### config.mk
export PLATFORM = sky130hd
export DESIGN_NAME = rtc_regfront
export DESIGN_NICKNAME = d
export VERILOG_FILES = /design/src/rtl/rtc_pkg.sv /design/src/rtl/rtc_ctrl.sv /design/src/rtl/rtc_dpath.sv /design/src/rtl/rtc_regfront.sv
export SDC_FILE = /design/constraint.sdc
export NUM_CORES = 1
export LEC_CHECK = 0
export BUFFER_PORTS_ARGS = -buffer_cell sky130_fd_sc_hd__buf_2
export CAP_MARGIN = 40
export CORE_UTILIZATION = 56
export DETAILED_ROUTE_END_ITERATION = 8
export MAX_ROUTING_LAYER = met4
export PLACE_DENSITY = 0.83
export SLEW_MARGIN = 20
export SYNTH_ARGS = -nofsm -noshare
export SYNTH_HDL_FRONTEND = slang
export SYNTH_SLANG_ARGS = --single-unit
export TNS_END_PERCENT = 50
### constraint.sdc
create_clock -name clk -period 7.9 [get_ports clk]
set_input_delay 0.395 -clock clk [delete_from_list [all_inputs] [get_ports clk]]
set_output_delay 0.395 -clock clk [all_outputs]
set_load 0.05 [all_outputs]
### src/rtl/rtc_pkg.sv
package rtc_pkg;

  localparam logic [7:0] IDX_SEC  = 8'h00;
  localparam logic [7:0] IDX_MIN  = 8'h02;
  localparam logic [7:0] IDX_HOUR = 8'h04;
  localparam logic [7:0] IDX_WDAY = 8'h06;
  localparam logic [7:0] IDX_MDAY = 8'h07;
  localparam logic [7:0] IDX_MON  = 8'h08;
  localparam logic [7:0] IDX_YEAR = 8'h09;
  localparam logic [7:0] IDX_CENT = 8'h32;
  localparam logic [7:0] IDX_STA  = 8'h0A;
  localparam logic [7:0] IDX_STB  = 8'h0B;
  localparam logic [7:0] IDX_STC  = 8'h0C;
  localparam logic [7:0] IDX_STD  = 8'h0D;
  localparam logic [7:0] IDX_DIAG = 8'h0E;
  localparam logic [7:0] IDX_RST  = 8'h0F;

  localparam int STB_HALT = 7;
  localparam int STB_PIE  = 6;
  localparam int STB_BIN  = 2;
  localparam int STB_H24  = 1;
  localparam int STA_UIP  = 7;

  // strobes from control to datapath, one cycle each
  typedef struct packed {
    logic ldIndex;
    logic wrStatA;
    logic wrStatB;
    logic wrRst;
    logic rdData;
    logic err;
  } rtcStrobe_t;

  function automatic logic isTimeIndex(input logic [7:0] idx);
    return (idx == IDX_SEC) || (idx == IDX_MIN) || (idx == IDX_HOUR) ||
           (idx == IDX_WDAY) || (idx == IDX_MDAY) || (idx == IDX_MON) ||
           (idx == IDX_YEAR) || (idx == IDX_CENT);
  endfunction

  function automatic logic isLegalIndex(input logic [7:0] idx);
    return isTimeIndex(idx) || ((idx >= IDX_STA) && (idx <= IDX_RST));
  endfunction

  // binary 0..99 to packed BCD, or passthrough when bin is set
  function automatic logic [7:0] fmtField(input logic [6:0] v, input logic bin);
    logic [6:0] tens;
    logic [6:0] ones;
    tens = v / 7'd10;
    ones = v % 7'd10;
    if (bin) return {1'b0, v};
    return {tens[3:0], ones[3:0]};
  endfunction

endpackage

### src/rtl/rtc_ctrl.sv
module rtc_ctrl
  import rtc_pkg::*;
(
  input  logic       clk,
  input  logic       rst_n,
  input  logic       busValid,
  input  logic       busIsAddr,
  input  logic       busWrite,
  input  logic [2:0] busBytes,
  input  logic [7:0] busWdata,
  input  logic [7:0] curIndex,
  output rtcStrobe_t strobe,
  output logic       busErr
);

  logic sizeOk;
  logic errNow;

  assign sizeOk = (busBytes == 3'd1);

  always_comb begin
    strobe = '0;
    errNow = 1'b0;
    if (busValid) begin
      if (!sizeOk) begin
        errNow = 1'b1;
      end else if (busIsAddr) begin
        if (busWrite && isLegalIndex(busWdata)) strobe.ldIndex = 1'b1;
        else errNow = 1'b1;
      end else if (!busWrite) begin
        strobe.rdData = 1'b1;
      end else begin
        unique case (curIndex)
          IDX_STA: strobe.wrStatA = 1'b1;
          IDX_STB: begin
            if (busWdata[STB_PIE]) errNow = 1'b1;
            else strobe.wrStatB = 1'b1;
          end
          IDX_RST: strobe.wrRst = 1'b1;
          IDX_STC, IDX_STD, IDX_DIAG: errNow = 1'b1;
          default: ;
        endcase
      end
    end
    strobe.err = errNow;
  end

  always_ff @(posedge clk) begin
    if (!rst_n) busErr <= 1'b0;
    else busErr <= strobe.err;
  end

endmodule

### src/rtl/rtc_dpath.sv
module rtc_dpath
  import rtc_pkg::*;
#(
  parameter int YEAR_W = 14
) (
  input  logic              clk,
  input  logic              rst_n,
  input  rtcStrobe_t        strobe,
  input  logic [7:0]        busWdata,
  input  logic              secondTick,
  input  logic [5:0]        todSec,
  input  logic [5:0]        todMin,
  input  logic [4:0]        todHour,
  input  logic [2:0]        todWday,
  input  logic [4:0]        todMday,
  input  logic [3:0]        todMon,
  input  logic [YEAR_W-1:0] todYear,
  output logic [7:0]        curIndex,
  output logic [7:0]        statB,
  output logic [5:0]        snapSec,
  output logic [7:0]        busRdata
);

  localparam logic [YEAR_W-1:0] HUNDRED = YEAR_W'(100);

  logic [7:0] statA;
  logic [7:0] rstCode;
  logic       tickPend;
  logic       reload;

  logic [5:0]        snapMin;
  logic [4:0]        snapHour;
  logic [2:0]        snapWday;
  logic [4:0]        snapMday;
  logic [3:0]        snapMon;
  logic [YEAR_W-1:0] snapYear;

  // snapshot refresh: a tick seen while halted waits for the halt to clear
  assign reload = (secondTick || tickPend) && !statB[STB_HALT];

  always_ff @(posedge clk) begin
    if (!rst_n) begin
      tickPend <= 1'b0;
      snapSec  <= '0;
      snapMin  <= '0;
      snapHour <= '0;
      snapWday <= '0;
      snapMday <= '0;
      snapMon  <= '0;
      snapYear <= '0;
    end else begin
      tickPend <= (secondTick || tickPend) && statB[STB_HALT];
      if (reload) begin
        snapSec  <= todSec;
        snapMin  <= todMin;
        snapHour <= todHour;
        snapWday <= todWday;
        snapMday <= todMday;
        snapMon  <= todMon;
        snapYear <= todYear;
      end
    end
  end

  always_ff @(posedge clk) begin
    if (!rst_n) begin
      curIndex <= IDX_SEC;
      statA    <= '0;
      statB    <= '0;
      rstCode  <= '0;
    end else begin
      if (strobe.ldIndex) curIndex <= busWdata;
      if (strobe.wrStatA) statA <= busWdata & ~(8'h1 << STA_UIP);
      if (strobe.wrStatB) statB <= busWdata;
      if (strobe.wrRst)   rstCode <= busWdata;
    end
  end

  // field formatting
  logic              binMode;
  logic              pmFlag;
  logic [4:0]        hourMod;
  logic [4:0]        hourShown;
  logic [7:0]        hourByte;
  logic [YEAR_W-1:0] yearLo;
  logic [YEAR_W-1:0] yearHi;
  logic [7:0]        readMux;

  assign binMode = statB[STB_BIN];
  assign pmFlag  = (snapHour >= 5'd12);
  assign hourMod = pmFlag ? (snapHour - 5'd12) : snapHour;

  always_comb begin
    if (statB[STB_H24]) hourShown = snapHour;
    else if (hourMod == 5'd0) hourShown = 5'd12;
    else hourShown = hourMod;
    hourByte = fmtField({2'b00, hourShown}, binMode);
    if (!statB[STB_H24] && pmFlag) hourByte[7] = 1'b1;
  end

  assign yearLo = snapYear % HUNDRED;
  assign yearHi = snapYear / HUNDRED;

  always_comb begin
    unique case (curIndex)
      IDX_SEC:  readMux = fmtField({1'b0, snapSec}, binMode);
      IDX_MIN:  readMux = fmtField({1'b0, snapMin}, binMode);
      IDX_HOUR: readMux = hourByte;
      IDX_WDAY: readMux = fmtField({4'b0, snapWday} + 7'd1, binMode);
      IDX_MDAY: readMux = fmtField({2'b0, snapMday}, binMode);
      IDX_MON:  readMux = fmtField({3'b0, snapMon} + 7'd1, binMode);
      IDX_YEAR: readMux = fmtField(yearLo[6:0], binMode);
      IDX_CENT: readMux = fmtField(yearHi[6:0], binMode);
      IDX_STA:  readMux = statA;
      IDX_STB:  readMux = statB;
      IDX_STD:  readMux = 8'h80;
      IDX_RST:  readMux = rstCode;
      default:  readMux = 8'h00;
    endcase
  end

  always_ff @(posedge clk) begin
    if (!rst_n) busRdata <= '0;
    else if (strobe.rdData) busRdata <= readMux;
  end

endmodule

### src/rtl/rtc_regfront.sv
module rtc_regfront
  import rtc_pkg::*;
#(
  parameter int YEAR_W = 14
) (
  input  logic              clk,
  input  logic              rst_n,
  input  logic              busValid,
  input  logic              busIsAddr,
  input  logic              busWrite,
  input  logic [2:0]        busBytes,
  input  logic [7:0]        busWdata,
  output logic [7:0]        busRdata,
  output logic              busErr,
  input  logic              secondTick,
  input  logic [5:0]        todSec,
  input  logic [5:0]        todMin,
  input  logic [4:0]        todHour,
  input  logic [2:0]        todWday,
  input  logic [4:0]        todMday,
  input  logic [3:0]        todMon,
  input  logic [YEAR_W-1:0] todYear
);

  rtcStrobe_t strobe;
  logic [7:0] curIndex;
  logic [7:0] statB;
  logic [5:0] snapSec;

  rtc_ctrl u_ctrl (
    .clk       (clk),
    .rst_n     (rst_n),
    .busValid  (busValid),
    .busIsAddr (busIsAddr),
    .busWrite  (busWrite),
    .busBytes  (busBytes),
    .busWdata  (busWdata),
    .curIndex  (curIndex),
    .strobe    (strobe),
    .busErr    (busErr)
  );

  rtc_dpath #(.YEAR_W(YEAR_W)) u_dpath (
    .clk        (clk),
    .rst_n      (rst_n),
    .strobe     (strobe),
    .busWdata   (busWdata),
    .secondTick (secondTick),
    .todSec     (todSec),
    .todMin     (todMin),
    .todHour    (todHour),
    .todWday    (todWday),
    .todMday    (todMday),
    .todMon     (todMon),
    .todYear    (todYear),
    .curIndex   (curIndex),
    .statB      (statB),
    .snapSec    (snapSec),
    .busRdata   (busRdata)
  );

endmodule

==> impl_metrics.tcl <==
set metrics [dict create \
    min_path_cells 3 \
    holdCritStartpoint "todYear[4]" \
    final_nets 1272 \
    synth-edff-count 0 \
    syn_avg_cell_area_um2 7.36 \
    antenna_found_initial 0 \
    hold_path_end "u_dpath.snapYear[4]" \
    die_width_um 125 \
    crit_slowest_cell "dfxtp_2" \
    grt_max_degree 86 \
    synth_cell_types 113 \
    die_area_um2 15700 \
    grt_use_total_pct 31.8 \
    status "finished with violations" \
    crit_path_max_fanout 24 \
    finalHoldViolations 0 \
    htree_num_levels 3 \
    gp_congestion 0.968 \
    dieHeight_um 125 \
    pin_count 69 \
    rrSetupSlack_ns 0.56 \
    fp-row-count 44 \
    path_common_cell "ha_1" \
    violations "design-rule violations" \
    cts_sinks 84 \
    hpwlAfterDp_um 17800 \
    worstMarginPinSlew_ns 0.828 \
    cts_buffer_depth 2 \
    min_period_over_period_pct 93.0 \
    viasPerCell 6.61 \
    timing.slew.headroom_pct 44.7 \
    drv_cap 0 \
    cts_made_buffers 9 \
    critPathCaptureType "flop" \
    slew_viol_final 0 \
    drive_gt1_share_pct 13.8 \
    root_buffer "clkbuf_16" \
    postRouteAntennaNets 0 \
    final.setup.tns_ns 0 \
    setup_ws_ns 0.556 \
    fin_crit_ns 7.34 \
    seq_area_frac_synth_pct 19.7 \
    startpoint_type "flop" \
    grt_pass1_wl_um 40300 \
    dpl_worst_slack_ns 0.403 \
    synthArstFlopShare_pct 0 \
    ys_seq_elements 84 \
    syn_inst 1161 \
    initial_core_util_pct 58.1 \
    cp.required_ns 8.17 \
    setup_violations 0 \
    cts_tree "yes" \
    finish.instance_area_um2 9220 \
    first_pass_iters 8 \
    cp.arrival_ns 7.62 \
    slowest_delay_ns 0.61 \
    wl_um 24200 \
    yosys_warnings 0 \
    r2r_start "u_dpath.snapYear[10]" \
    via_count 9067 \
    dpl-instance-area_um2 8910 \
    hold_class "in2reg" \
    antenna_cells 0 \
    synth_fp_nets 1250 \
    port_buffers 68 \
    grt_pass1_vias 8177 \
    rr_worst_depth 26 \
    path_class "reg2reg" \
    rsz0062_at_grt "no" \
    avgRoutedWirePerCell_um 17.7 \
    areaGrowthSynthToFinish_pct 8.00 \
    netlist_area_um2 8540 \
    grt-ovfl-total 0 \
    vdd_ir_drop_max_mv 0.231 \
    skew_ns 0.00906 \
    clk_pin_slew_ns 0.07 \
    worst_r2r_endpoint "u_dpath.busRdata[1]" \
    core_um2 14700 \
    fmax_mhz 136 \
    drt_iter0_drc 1282 \
    p_leak_nw 3.49 \
    clock_latency_ns 0.35 \
    drc 3 \
    synth_top_flop_cell "dfxtp_1" \
    power_mw 2.39 \
    pwr_density_cell_nw_per_um2 259 \
]
==> routing by layer <==
| metal | vias up | GRT usage [%] | part of all wire [%] |
|---|---|---|---|
| met4 | 0 | 10.3 | 2.2 |
| li1 | 4394 | - | - |
| met2 | 417 | 48.3 | 44 |
| met1 | 4203 | 42.4 | 46 |
| met5 | - | - | 0 |
| met3 | 53 | 5.91 | 8.5 |
==> cells in the final DEF (no fill, tap or decap), types with 11 or more instances in the layout <==
cell / instances
o21ai_0: 67
o211ai_1: 13
nor2_1: 80
mux2i_1: 38
nand2b_1: 14
a21oi_1: 67
nand3b_1: 11
or3_1: 14
ha_1: 29
a21boi_0: 44
and2_1: 14
nor3_1: 24
nor2b_1: 41
a211oi_1: 14
buf_2: 69
o21ai_1: 11
and3_1: 13
inv_1: 41
o21a_1: 12
a21o_1: 15
dfxtp_1: 79
a31oi_1: 15
nand3_1: 31
xnor2_1: 14
nand2_1: 160
==> through the flow <==
stage | utilization (%) | cells | hold WS, ns
6_report | 62.8 | 1371 | 0.283
5_1_grt | 62.8 | 1371 | 0.300
4_1_cts | 62.4 | 1367 | 0.286
3_5_place_dp | 60.6 | 1352 | 0.461
3_3_place_gp | 60.2 | 1350 | 0.456
2_1_floorplan | - | 1161 | 0.443
==> cell type report <==
| class | count | area (um2) |
|---|---|---|
| Sequential cell | 84 | 1690 |
| Clock inverter | 5 | 37.5 |
| Timing Repair Buffer | 78 | 465 |
| Tap cell | 184 | 230 |
| Clock buffer | 10 | 229 |
| Fill cell | 1320 | 5480 |
| Multi-Input combinational cell | 964 | 6400 |
| Inverter | 46 | 173 |
==> synthesized netlist by cell type (12+ instances only) <==
cell | number | area share (%)
a21boi_0 | 44 | 3.9
clkbuf_1 | 46 | 2.0
nand2_1 | 160 | 7.0
a21o_1 | 15 | 1.3
nor2b_1 | 41 | 3.0
nor2_1 | 81 | 3.6
nand3_1 | 31 | 1.8
and2_1 | 14 | 1.0
inv_1 | 41 | 1.8
and3_1 | 13 | 0.95
or3_1 | 14 | 1.0
buf_2 | 12 | 0.70
nor3_1 | 24 | 1.4
nand2b_1 | 14 | 1.0
ha_1 | 29 | 4.2
dfxtp_1 | 84 | 20
a21oi_1 | 67 | 3.9
o21ai_0 | 68 | 4.0
a31oi_1 | 15 | 1.1
o211ai_1 | 13 | 1.1
xnor2_1 | 14 | 1.4
mux2i_1 | 38 | 4.5
o21a_1 | 12 | 1.1
a211oi_1 | 14 | 1.2
==> report_power, final <==
group	total, mW	switching, mW	internal [mW]
logic	1.52	0.937	0.579
clock network	0.407	0.194	0.213
registers	0.465	0.0284	0.436
total	2.39	1.16	1.23
==> cells by family (layout without fill, tap and decap cells) <==
| family | Yosys count | in the layout | synth area share, % |
|---|---|---|---|
| and+or+nand+nor | 466 | 466 | 27.5 |
| DFF | 84 | 84 | 19.7 |
| buffers and inverters | 113 | 139 | 5.51 |
| adders and majority gates | 29 | 29 | 4.25 |
| AOI/OAI and AO/OA | 410 | 410 | 36.1 |
| muxes | 42 | 42 | 5.17 |
| xor gates and xnor gates | 17 | 17 | 1.74 |
==> how the worst max path moves through the flow <==
stage                          end  slack, ns  cells past startpoint                 start
3_5_place_dp   u_dpath.busRdata[1]       0.40                     26  u_dpath.snapYear[13]
6_report       u_dpath.busRdata[1]       0.56                     26  u_dpath.snapYear[10]
5_1_grt        u_dpath.busRdata[1]       0.11                     26  u_dpath.snapYear[10]
4_1_cts        u_dpath.busRdata[1]       0.26                     26  u_dpath.snapYear[13]
2_1_floorplan  u_dpath.busRdata[1]       1.87                     27  u_dpath.snapYear[11]
3_3_place_gp   u_dpath.busRdata[1]       0.81                     26  u_dpath.snapYear[10]
==> state kept, by name, summed over array words and instances, names as in the netlist, 4 cells and up <==
signal / count
u_dpath.snapYear: 14
u_dpath.snapSec: 6
u_dpath.snapMday: 5
u_dpath.rstCode: 8
u_dpath.snapHour: 5
u_dpath.snapMon: 4
u_dpath.curIndex: 8
u_dpath.snapMin: 6
u_dpath.statA: 7
u_dpath.busRdata: 8
u_dpath.statB: 8
==> critical path, delay by kind of cell (launching register included) <==
| family | cells | cell delay, ns |
|---|---|---|
| compound gates | 18 | 5.07 |
| simple gates | 4 | 0.75 |
| flops | 1 | 0.61 |
| fa+ha+maj | 2 | 0.49 |
| xor+xnor | 1 | 0.19 |
| buf+inv | 1 | 0.14 |
==> what timing repair did <==
| item | in CTS | in global routing |
|---|---|---|
| setup endpoints to repair | 0 | 4 |
| gates resized for setup | 0 | 6 |
| buffers inserted | 0 | 0 |
| hold buffers | 0 | 0 |
(Power assumes the default switching activity.)
